<file path="config.mk">
export PLATFORM = sky130hd
export DESIGN_NAME = mcam_top
export DESIGN_NICKNAME = d
export VERILOG_FILES = /design/src/rtl/cam_pkg.sv /design/src/rtl/cam_mask_bank.sv /design/src/rtl/cam_store.sv /design/src/rtl/cam_match.sv /design/src/rtl/cam_prio.sv /design/src/rtl/mcam_top.sv
export SDC_FILE = /design/constraint.sdc
export NUM_CORES = 2
export LEC_CHECK = 0
export BUFFER_PORTS_ARGS = -buffer_cell sky130_fd_sc_hd__buf_2
export CAP_MARGIN = 20
export CORE_ASPECT_RATIO = 1.75
export CORE_MARGIN = 8
export CORE_UTILIZATION = 40
export CTS_BUF_LIST = sky130_fd_sc_hd__clkbuf_4
export DETAILED_ROUTE_END_ITERATION = 7
export GPL_ROUTABILITY_DRIVEN = 0
export PLACE_DENSITY = 0.68
export SYNTH_ARGS = -nofsm -noshare
export SYNTH_HDL_FRONTEND = slang
export SYNTH_HIERARCHICAL = 1
export SYNTH_SLANG_ARGS = --single-unit
</file>
<file path="constraint.sdc">
create_clock -name clk -period 5.3 [get_ports clk]
set_input_delay 1.06 -clock clk [delete_from_list [all_inputs] [get_ports clk]]
set_output_delay 1.06 -clock clk [all_outputs]
set_load 0.03 [all_outputs]
</file>
<file path="src/rtl/cam_pkg.sv">
package cam_pkg;
    typedef enum logic [1:0] {
        VS_VALID = 2'b00,
        VS_EMPTY = 2'b01,
        VS_SKIP  = 2'b10,
        VS_RAM   = 2'b11
    } vstate_e;

    localparam int unsigned NUM_MASKS = 2;

    function automatic logic is_live(vstate_e s);
        return s == VS_VALID;
    endfunction

    function automatic logic key_equal(logic [63:0] a, logic [63:0] b,
                                       logic [63:0] m);
        return ((a ^ b) & m) == '0;
    endfunction
endpackage

</file>
<file path="src/rtl/cam_mask_bank.sv">
module cam_mask_bank #(
    parameter int unsigned W = 64
) (
    input  logic         clk,
    input  logic         rst,
    input  logic         ld,
    input  logic         ld_sel,
    input  logic [W-1:0] ld_val,
    input  logic         cmp_sel,
    input  logic         wr_sel,
    output logic [W-1:0] cmp_mask,
    output logic [W-1:0] wr_mask
);
    import cam_pkg::*;

    logic [W-1:0] mreg [NUM_MASKS];

    for (genvar g = 0; g < NUM_MASKS; g++) begin : g_mreg
        always_ff @(posedge clk) begin
            if (rst) begin
                mreg[g] <= '1;
            end else if (ld && (ld_sel == 1'(g))) begin
                mreg[g] <= ld_val;
            end
        end
    end

    assign cmp_mask = mreg[cmp_sel];
    assign wr_mask  = mreg[wr_sel];
endmodule

</file>
<file path="src/rtl/cam_store.sv">
module cam_store #(
    parameter int unsigned DEPTH = 16,
    parameter int unsigned W     = 64,
    localparam int unsigned AW   = $clog2(DEPTH)
) (
    input  logic                  clk,
    input  logic                  rst,
    input  logic                  wr_en,
    input  logic [AW-1:0]         wr_addr,
    input  logic [W-1:0]          wr_word,
    input  cam_pkg::vstate_e      wr_state,
    input  logic                  wr_masked,
    input  logic [W-1:0]          wr_mask,
    output logic [W-1:0]          words  [DEPTH],
    output cam_pkg::vstate_e      states [DEPTH]
);
    import cam_pkg::*;

    logic [W-1:0] gate;
    assign gate = wr_masked ? wr_mask : '1;

    for (genvar e = 0; e < DEPTH; e++) begin : g_ent
        logic sel;
        assign sel = wr_en && (wr_addr == AW'(e));
        always_ff @(posedge clk) begin
            if (rst) begin
                words[e]  <= '0;
                states[e] <= VS_EMPTY;
            end else if (sel) begin
                words[e]  <= (words[e] & ~gate) | (wr_word & gate);
                states[e] <= wr_state;
            end
        end
    end
endmodule

</file>
<file path="src/rtl/cam_match.sv">
module cam_match #(
    parameter int unsigned DEPTH = 16,
    parameter int unsigned W     = 64
) (
    input  logic [W-1:0]     words  [DEPTH],
    input  cam_pkg::vstate_e states [DEPTH],
    input  logic [W-1:0]     key,
    input  logic [W-1:0]     mask,
    output logic [DEPTH-1:0] lines
);
    import cam_pkg::*;

    for (genvar e = 0; e < DEPTH; e++) begin : g_line
        assign lines[e] = is_live(states[e]) &&
                          (((words[e] ^ key) & mask) == '0);
    end
endmodule

</file>
<file path="src/rtl/cam_prio.sv">
module cam_prio #(
    parameter int unsigned DEPTH = 16,
    localparam int unsigned AW   = $clog2(DEPTH)
) (
    input  logic [DEPTH-1:0] lines,
    output logic             any,
    output logic             many,
    output logic [AW-1:0]    first
);
    always_comb begin
        any   = 1'b0;
        many  = 1'b0;
        first = '0;
        for (int i = 0; i < DEPTH; i++) begin
            if (lines[i]) begin
                if (any) many = 1'b1;
                else     first = AW'(i);
                any = 1'b1;
            end
        end
    end
endmodule

</file>
<file path="src/rtl/mcam_top.sv">
module mcam_top #(
    parameter int unsigned DEPTH = 16,
    parameter int unsigned W     = 64,
    localparam int unsigned AW   = $clog2(DEPTH)
) (
    input  logic          clk,
    input  logic          rst,
    input  logic          wr_en,
    input  logic [AW-1:0] wr_addr,
    input  logic [W-1:0]  wr_word,
    input  logic [1:0]    wr_state,
    input  logic          wr_masked,
    input  logic          wr_msel,
    input  logic          mask_ld,
    input  logic          mask_lsel,
    input  logic [W-1:0]  mask_val,
    input  logic          cmp_go,
    input  logic          cmp_msel,
    input  logic [W-1:0]  cmp_key,
    output logic          hit,
    output logic          multi_hit,
    output logic [AW-1:0] hit_addr,
    output logic [W-1:0]  assoc_data
);
    import cam_pkg::*;

    logic [W-1:0]     cmask, wmask;
    logic [W-1:0]     words  [DEPTH];
    vstate_e          states [DEPTH];
    logic [DEPTH-1:0] lines;
    logic             any, many;
    logic [AW-1:0]    first;

    cam_mask_bank #(.W(W)) u_masks (
        .clk(clk), .rst(rst), .ld(mask_ld), .ld_sel(mask_lsel),
        .ld_val(mask_val), .cmp_sel(cmp_msel), .wr_sel(wr_msel),
        .cmp_mask(cmask), .wr_mask(wmask)
    );

    cam_store #(.DEPTH(DEPTH), .W(W)) u_store (
        .clk(clk), .rst(rst), .wr_en(wr_en), .wr_addr(wr_addr),
        .wr_word(wr_word), .wr_state(vstate_e'(wr_state)),
        .wr_masked(wr_masked), .wr_mask(wmask),
        .words(words), .states(states)
    );

    cam_match #(.DEPTH(DEPTH), .W(W)) u_match (
        .words(words), .states(states), .key(cmp_key), .mask(cmask),
        .lines(lines)
    );

    cam_prio #(.DEPTH(DEPTH)) u_prio (
        .lines(lines), .any(any), .many(many), .first(first)
    );

    always_ff @(posedge clk) begin
        if (rst) begin
            hit        <= 1'b0;
            multi_hit  <= 1'b0;
            hit_addr   <= '0;
            assoc_data <= '0;
        end else if (cmp_go) begin
            hit        <= any;
            multi_hit  <= many;
            hit_addr   <= first;
            assoc_data <= any ? (words[first] & ~cmask) : '0;
        end
    end

    // a multiple hit always implies a hit
    a_r4_multi_needs_hit: assert property (@(posedge clk) disable iff (rst)
        multi_hit |-> hit);

    // results frozen between compares
    a_r8_hold: assert property (@(posedge clk) disable iff (rst)
        !$past(cmp_go) |-> ($stable(hit) && $stable(multi_hit) &&
                            $stable(hit_addr) && $stable(assoc_data)));

    // associated data never carries a compared bit
    a_r6_assoc_clean: assert property (@(posedge clk) disable iff (rst)
        $past(cmp_go) |-> ((assoc_data & $past(cmask)) == '0));

    // no match lines means no hit
    a_r3_no_line_no_hit: assert property (@(posedge clk) disable iff (rst)
        ($past(cmp_go) && ($past(lines) == '0)) |-> !hit);
endmodule

</file>
### Word-level counts from Yosys, hierarchy flattened

Memories as Yosys holds them, arrays and structs flattened.
Index checks and enable logic that the tools add are counted.

| cells by class | value |
|---|---|
| bitwise operators | 72 |
| equal/unequal tests | 15 |
| reduce and logical (&&, ||, !) cells | 67 |
| multiplexer cells | 91 |
| order comparisons | 1 |

Operators by type and width:

| operator | number |
|---|---|
| AND 64 bit | 34 |
| logical NOT 64 bit | 16 |
| bitwise OR 64 bit | 16 |
| bitwise XOR 64 bit | 16 |
| two-way mux 64 bit | 6 |
| binary-select mux 64 bit (select 4 bit) | 1 |
| NOT 64 bit | 2 |
| two-way mux 4 bit | 29 |
| two-way mux 1 bit | 55 |
| logical AND 1 bit | 34 |
| equality test 4 bit, second input constant | 8 |
| logical NOT 2 bit | 16 |
| equality test 4 x 3 -> 1 bit, second input constant | 4 |
| equality test 4 x 2 -> 1 bit, second input constant | 2 |
| greater-or-equal comparator 5 bit, second input constant | 1 |
| NOT 4 -> 5 bit | 1 |
| equality test 4 x 1 -> 1 bit, second input constant | 1 |
| logical NOT 4 bit | 1 |
| bitwise OR 1 bit | 2 |
| NOT 1 bit | 1 |

| word-level totals | value |
|---|---|
| output and inout bits | 70 |
| bits of input ports | 207 |
| memories | 1 |
| flip-flop bits (word level) | 1126 |
| bits in writable memories | 128 |

Memory list:

| name | depth | bits a word | rd ports | clocked after memory_dff | write ports | line | text |
|---|---|---|---|---|---|---|---|
| u_masks.mreg | 2 | 64 | 2 | 0 | 2 | cam_mask_bank.sv:16 | `logic [W-1:0] mreg [NUM_MASKS];` |

### Depth between registers and ports, before layout

| logic depth | value |
|---|---|
| word-level depth | 41 |
| depth in mapped cells | 22 |
| depth with buffers taken out | 14 |

### By module

The synthesis kept the hierarchy.

By module, submodules not included:

| module | area each (um^2) | times used | cells an instance |
|---|---|---|---|
| cam_store | 47319.1 | 1 | 4971 |
| cam_match | 15371.0 | 1 | 1934 |
| mcam_top | 10187.3 | 1 | 764 |
| cam_mask_bank | 6874.1 | 1 | 487 |
| cam_prio | 349.1 | 1 | 55 |

### Worst setup path after synthesis

OpenSTA, ideal clock, no wires.

| timing | value |
|---|---|
| kind | input-to-reg |
| start | input port cmp_msel |
| end | register assoc_data[13] |
| slack | -250 ps |
| arrival | 5428 ps |
| stages on the path | 21 |
| library setup time | 121 ps |
| required time | 5179 ps |
| path through | buf_6 > buf_12 > mux2_4 > clkbuf_1 > clkbuf_1 > a22oi_1 > nand4_1 > or4_1 > nor4_2 > inv_1 > a21oi_1 > nor2_1 > o22a_2 > o31ai_1 > clkbuf_1 > buf_2 > buf_2 > buf_2 > mux4_2 > a221oi_1 > o21ai_1 |

| on the way | value |
|---|---|
| elaborated cells between the ends (all ways) | 102 |
| those cells by class | mux (50); bitwise (19); reduce/logical (32); memory (1) |

RTL lines:

| element | line | text |
|---|---|---|
| from (decl) | mcam_top.sv:18 | `input logic cmp_msel,` |
| memory read (2 x 64 bit) (*) | n/a |  |
| net cmask[50] | mcam_top.sv:27 | `logic [W-1:0] cmask, wmask;` |
| AND 64 bit (*) | cam_match.sv:15 | `(((words[e] ^ key) & mask) == '0);` |
| logical NOT 64 bit (*) | cam_match.sv:15 |  |
| logical AND 1 bit (*) | cam_match.sv:14 | `assign lines[e] = is_live(states[e]) &&` |
| net lines[3] | mcam_top.sv:30 | `logic [DEPTH-1:0] lines;` |
| two-way mux 4 bit / two-way mux 1 bit (equally long branches) | cam_prio.sv:15 | `if (lines[i]) begin` |
| two-way mux 4 bit | cam_prio.sv:16 | `if (any) many = 1'b1;` |
| (+21 left out) | n/a |  |
| two-way mux 4 bit | cam_prio.sv:16 |  |
| two-way mux 4 bit (*) | cam_prio.sv:15 |  |
| net first[0] | mcam_top.sv:32 | `logic [AW-1:0] first;` |
| NOT 4 -> 5 bit (not written as such) (*) | mcam_top.sv:66 | `assoc_data <= any ? (words[first] & ~cmask) : '0;` |
| binary-select mux 64 bit (select 4 bit) (*) | mcam_top.sv:66 |  |
| two-way mux 64 bit (not written as such) (*) (2 in a row) | mcam_top.sv:66 |  |
| AND 64 bit (*) | mcam_top.sv:66 |  |
| two-way mux 64 bit (*) | mcam_top.sv:66 |  |
| to (signal assigned) | mcam_top.sv:66 |  |
| to (decl) | mcam_top.sv:23 | `output logic [W-1:0] assoc_data` |

The timed path passes the listed nets; every way through them passes the cells marked *. The select of a mux whose other input is x is not followed.
A chain may end at the register's enable or synchronous reset.

### Worst setup path after layout

| timing | value |
|---|---|
| start | input port cmp_msel |
| end | register assoc_data[11] |

| on the way | value |
|---|---|
| elaborated cells between the ends (all ways) | 102 |
| those cells by class | mux (50); bitwise (19); reduce/logical (32); memory (1) |

RTL lines:

| element | line |
|---|---|
| memory read (2 x 64 bit) (*) | n/a |
| net cmask[35] | mcam_top.sv:27 |
| AND 64 bit (*) | cam_match.sv:15 |
| logical NOT 64 bit (*) | cam_match.sv:15 |
| logical AND 1 bit (*) | cam_match.sv:14 |
| net lines[5] | mcam_top.sv:30 |
| two-way mux 4 bit / two-way mux 1 bit (equally long branches) | cam_prio.sv:15 |
| two-way mux 4 bit | cam_prio.sv:16 |
| (+17 left out) | n/a |
| two-way mux 4 bit | cam_prio.sv:16 |
| two-way mux 4 bit (*) | cam_prio.sv:15 |
| net first[1] | mcam_top.sv:32 |
| NOT 4 -> 5 bit (not written as such) (*) | mcam_top.sv:66 |
| binary-select mux 64 bit (select 4 bit) (*) | mcam_top.sv:66 |
| two-way mux 64 bit (not written as such) (*) (2 in a row) | mcam_top.sv:66 |
| AND 64 bit (*) | mcam_top.sv:66 |
| two-way mux 64 bit (*) | mcam_top.sv:66 |

Marks and branches as above.

==> flow_metrics.py <==
metrics = {
    "synthesis": {
        "yosysTopAreaCell": "dfxtp_1",
        "synth_compound_gate_area_share": 0.0650,
        "synth_area_leaders": "dfxtp_1 28%, mux2i_1 13%, xor2_1 11%, nand2b_1 9.1%, mux4_2 7.2%",
        "synthArstFlopShare": 0,
        "syn_area_um2": 80100,
        "yosysUniqueCellTypes": 60,
        "synth_seq_cells": 1254,
        "avgSynthCellArea_um2": 9.76,
        "synth_flop_cell": "dfxtp_1",
        "ys.warnings.count": 6,
        "yosysSeqAreaShare": 0.329,
        "synth_edf_count": 128,
        "synth_top_area_share": 0.281,
        "synth_nets": 8418,
        "netlist_instances": 8211,
        "synthXorXnorAreaFrac": 0.112,
        "synthSimpleGateAreaFrac": 0.192,
        "synth_top_family_by_area": "multiplexers",
        "yosys-mux-area-fraction": 0.236,
        "synth-adder-area-share": 0.000250,
    },
    "sta": {
        "slew_headroom": 0.175,
        "worst_slew_pin_slew_ps": 1230,
        "hold_violations": 0,
        "finalCriticalPeriod_ps": 5360,
        "skew_ps": 119,
        "timing.final.ws_setup_ps": -56.4,
        "finalCritPeriodShare": 1.01,
        "max_freq_mhz": 187,
        "setup_viol": 5,
        "slew_violations": 0,
    },
    "critical_path": {
        "cp.required_ps": 6320,
        "slowest_delay_ps": 670,
        "slowest_stage": "a221oi_1",
        "crit_path_max_fanout": 21,
        "critical_path.top_delay_family": "buffers and inverters",
        "crit_buf_inv": 8,
        "critical_path_class": "input port to register",
        "critPathCaptureType": "register",
        "crit_top_cell": "buf_12",
        "startpoint_type": "input port",
        "r2r_setup_slack_ps": 0,
        "cp_cell_sequence": "buf_6 -> buf_12 -> buf_12 -> mux2_4 -> buf_4 -> a22o_1 -> a221oi_1 -> buf_4 -> nand4_1 -> nor4_4 -> or2_4 -> nor4_4 -> nand4b_1 -> nand2_1 -> o21ai_4 -> buf_12 -> buf_12 -> buf_12 -> mux4_2 -> mux2_2 -> a221oi_1 -> o21ai_1",
        "worst_ep_arrival_time_ps": 6370,
    },
    "floorplanning": {
        "num_io_pins": 277,
        "fp-row-count": 217,
        "fp.dieArea_um2": 215000,
        "die_h_um": 608,
        "core-area_um2": 199000,
        "die_w_um": 354,
        "initial_core_util": 0.402,
    },
    "global_route": {
        "track_usage": 0.327,
        "grt_remaining_overflow": 0,
        "antenna_found_initial": 87,
        "grt_pass1_vias": 71090,
        "grt_max_degree": 177,
        "grt_pass1_wl_um": 517000,
    },
    "route": {
        "avgRoutedWirePerCell_um": 32.1,
        "dr.pass1.iters": 8,
        "routed_wl_um": 371000,
        "drt_iter0_drc": 9674,
        "drtAntennaViolNets": 0,
        "drc_errors": 686,
        "via_count": 71994,
        "routed_via_density": 6.23,
    },
    "clocking": {
        "cts_tree": "done",
        "path_clk_slew_ps": 80,
        "insertion_delay_ps": 1240,
        "cts_max_path_buffers": 4,
        "htreeDepth": 5,
        "clockRootBuffer": "clkbuf_4",
        "postCtsHoldBufs": 0,
        "numCtsBuffers": 298,
        "numClockSinks": 1254,
    },
    "flow_run": {
        "max_cap_violations": 0,
    },
    "final_layout": {
        "fin_util": 0.461,
        "fin_cells": 11564,
        "final_common_cell": "nand2b_1",
        "layout_common_cells": "1,167 x nand2b_1, 1,126 x dfxtp_1, 1,054 x mux2i_1, 1,047 x nand3_1, 1,024 x xor2_1",
        "drive_gt1_frac": 0.237,
        "fin_nets": 8856,
        "area_delta_synth_final_pct": 14.6,
    },
    "power_and_ir_drop": {
        "leakage_nw": 41.8,
        "ir_drop_v": 0.000139,
        "powerDensity_nw_per_um2": 249,
    },
    "place": {
        "dpl.hpwl_um": 262000,
        "pre_cts_ws_ps": -1390,
        "place.port_buffers": 276,
        "place_inst": 10969,
    },
    "status": {
        "status": "complete, but fails checks",
        "violations": "DRC, setup timing",
    },
    "hold_path": {
        "min_path_type": "input port to register",
    },
}
synthesized netlist by cell type, types with 4 or more instances:
| cell type | count |
|---|---|
| nand3_1 | 1047 |
| nor4_1 | 7 |
| nand2b_1 | 1167 |
| a211oi_1 | 21 |
| buf_12 | 14 |
| nand4_1 | 96 |
| mux2i_1 | 1054 |
| o21ai_1 | 64 |
| xor2_1 | 1024 |
| clkbuf_1 | 356 |
| clkbuf_2 | 46 |
| nor4_2 | 11 |
| a221oi_1 | 144 |
| inv_1 | 4 |
| mux2_4 | 120 |
| buf_2 | 445 |
| buf_6 | 44 |
| a31oi_1 | 5 |
| and3b_1 | 66 |
| a21oi_1 | 11 |
| a222oi_1 | 17 |
| a22oi_1 | 320 |
| or4_1 | 16 |
| mux2_2 | 72 |
| dfxtp_1 | 1126 |
| buf_1 | 43 |
| buf_4 | 61 |
| mux4_2 | 256 |
| a22o_1 | 80 |
| o21ai_0 | 7 |
| clkbuf_4 | 4 |
| nor2_1 | 90 |
| edfxtp_1 | 128 |
| nand2_1 | 206 |
cells by family after synthesis:
group | count (synthesis)
AO/OA/AOI/OAI | 678
XOR/XNOR | 1024
adder cells (fa/ha/maj) | 2
buffers and inverters | 1018
flip-flops | 1254
multiplexers | 1502
AND/OR/NAND/NOR | 2733
per-stage QoR:
step	hold slack (ps)	setup TNS, ps	total power, mW	area [µm²]
3_5_place_dp	457	-82810	14.3	87700
3_3_place_gp	451	-80120	14.2	87700
2_1_floorplan	452	0	12.4	80300
4_1_cts	43.5	0	22.6	91500
5_1_grt	89.1	-58.2	23.4	91700
6_report	101	-153	22.8	91800
layer usage:
layer / vias to the layer above / share of wire / GRT usage
li1: 30024 / - / -
met5: - / 0.00091 / 0.00696
met4: 32 / 0.13 / 0.324
met3: 1892 / 0.094 / 0.0999
met1: 35125 / 0.31 / 0.318
met2: 4921 / 0.47 / 0.541
what timing repair did:
action	in CTS	in global routing
buffers inserted	0	5
resized for setup	3	10
pin swaps	0	3
cloned	0	3
setup endpoints to repair	41	61
worst reg2reg max path, cell delays in order (launching register included):
cell and delay, ps:
edfxtp_1 590, mux2_4 450, buf_4 170, a221oi_1 730, buf_4 280, nand4_1 130, nor4_4 350, or2_4 190
nor4_4 40, nand4b_1 100, nand2_1 110, o21ai_4 180, buf_12 150, buf_12 200, buf_12 250, mux4_2 550
mux2_2 270, a221oi_1 290, o21ai_1 90
where the power goes:
group / internal, mW / switching, mW
Sequential: 9.75 / 0.191
Combinational: 1.60 / 2.85
Clock: 4.13 / 4.32
Total: 15.5 / 7.35
layout make-up:
| class | count | area (µm²) |
|---|---|---|
| fillers | 18661 | 107000 |
| multi-input cells | 5939 | 48800 |
| flip-flops and latches | 1254 | 26400 |
| repair buffers | 1152 | 9390 |
| well taps | 2628 | 3290 |
| clock buffers | 430 | 3230 |
| clock inverters | 95 | 593 |
| diodes | 62 | 155 |
| inverters | 4 | 15.0 |
worst paths after layout:
kind,start,cells past startpoint,endpoint
worst max register to register,u_masks/mreg[0][60],18,assoc_data[11]
worst max-delay path,cmp_msel,22,assoc_data[11]
worst min-delay path,mask_val[40],3,u_masks/mreg[1][40]
worst min register to register,assoc_data[24],2,assoc_data[24]
No activity file was read; power rests on OpenSTA's default activity.
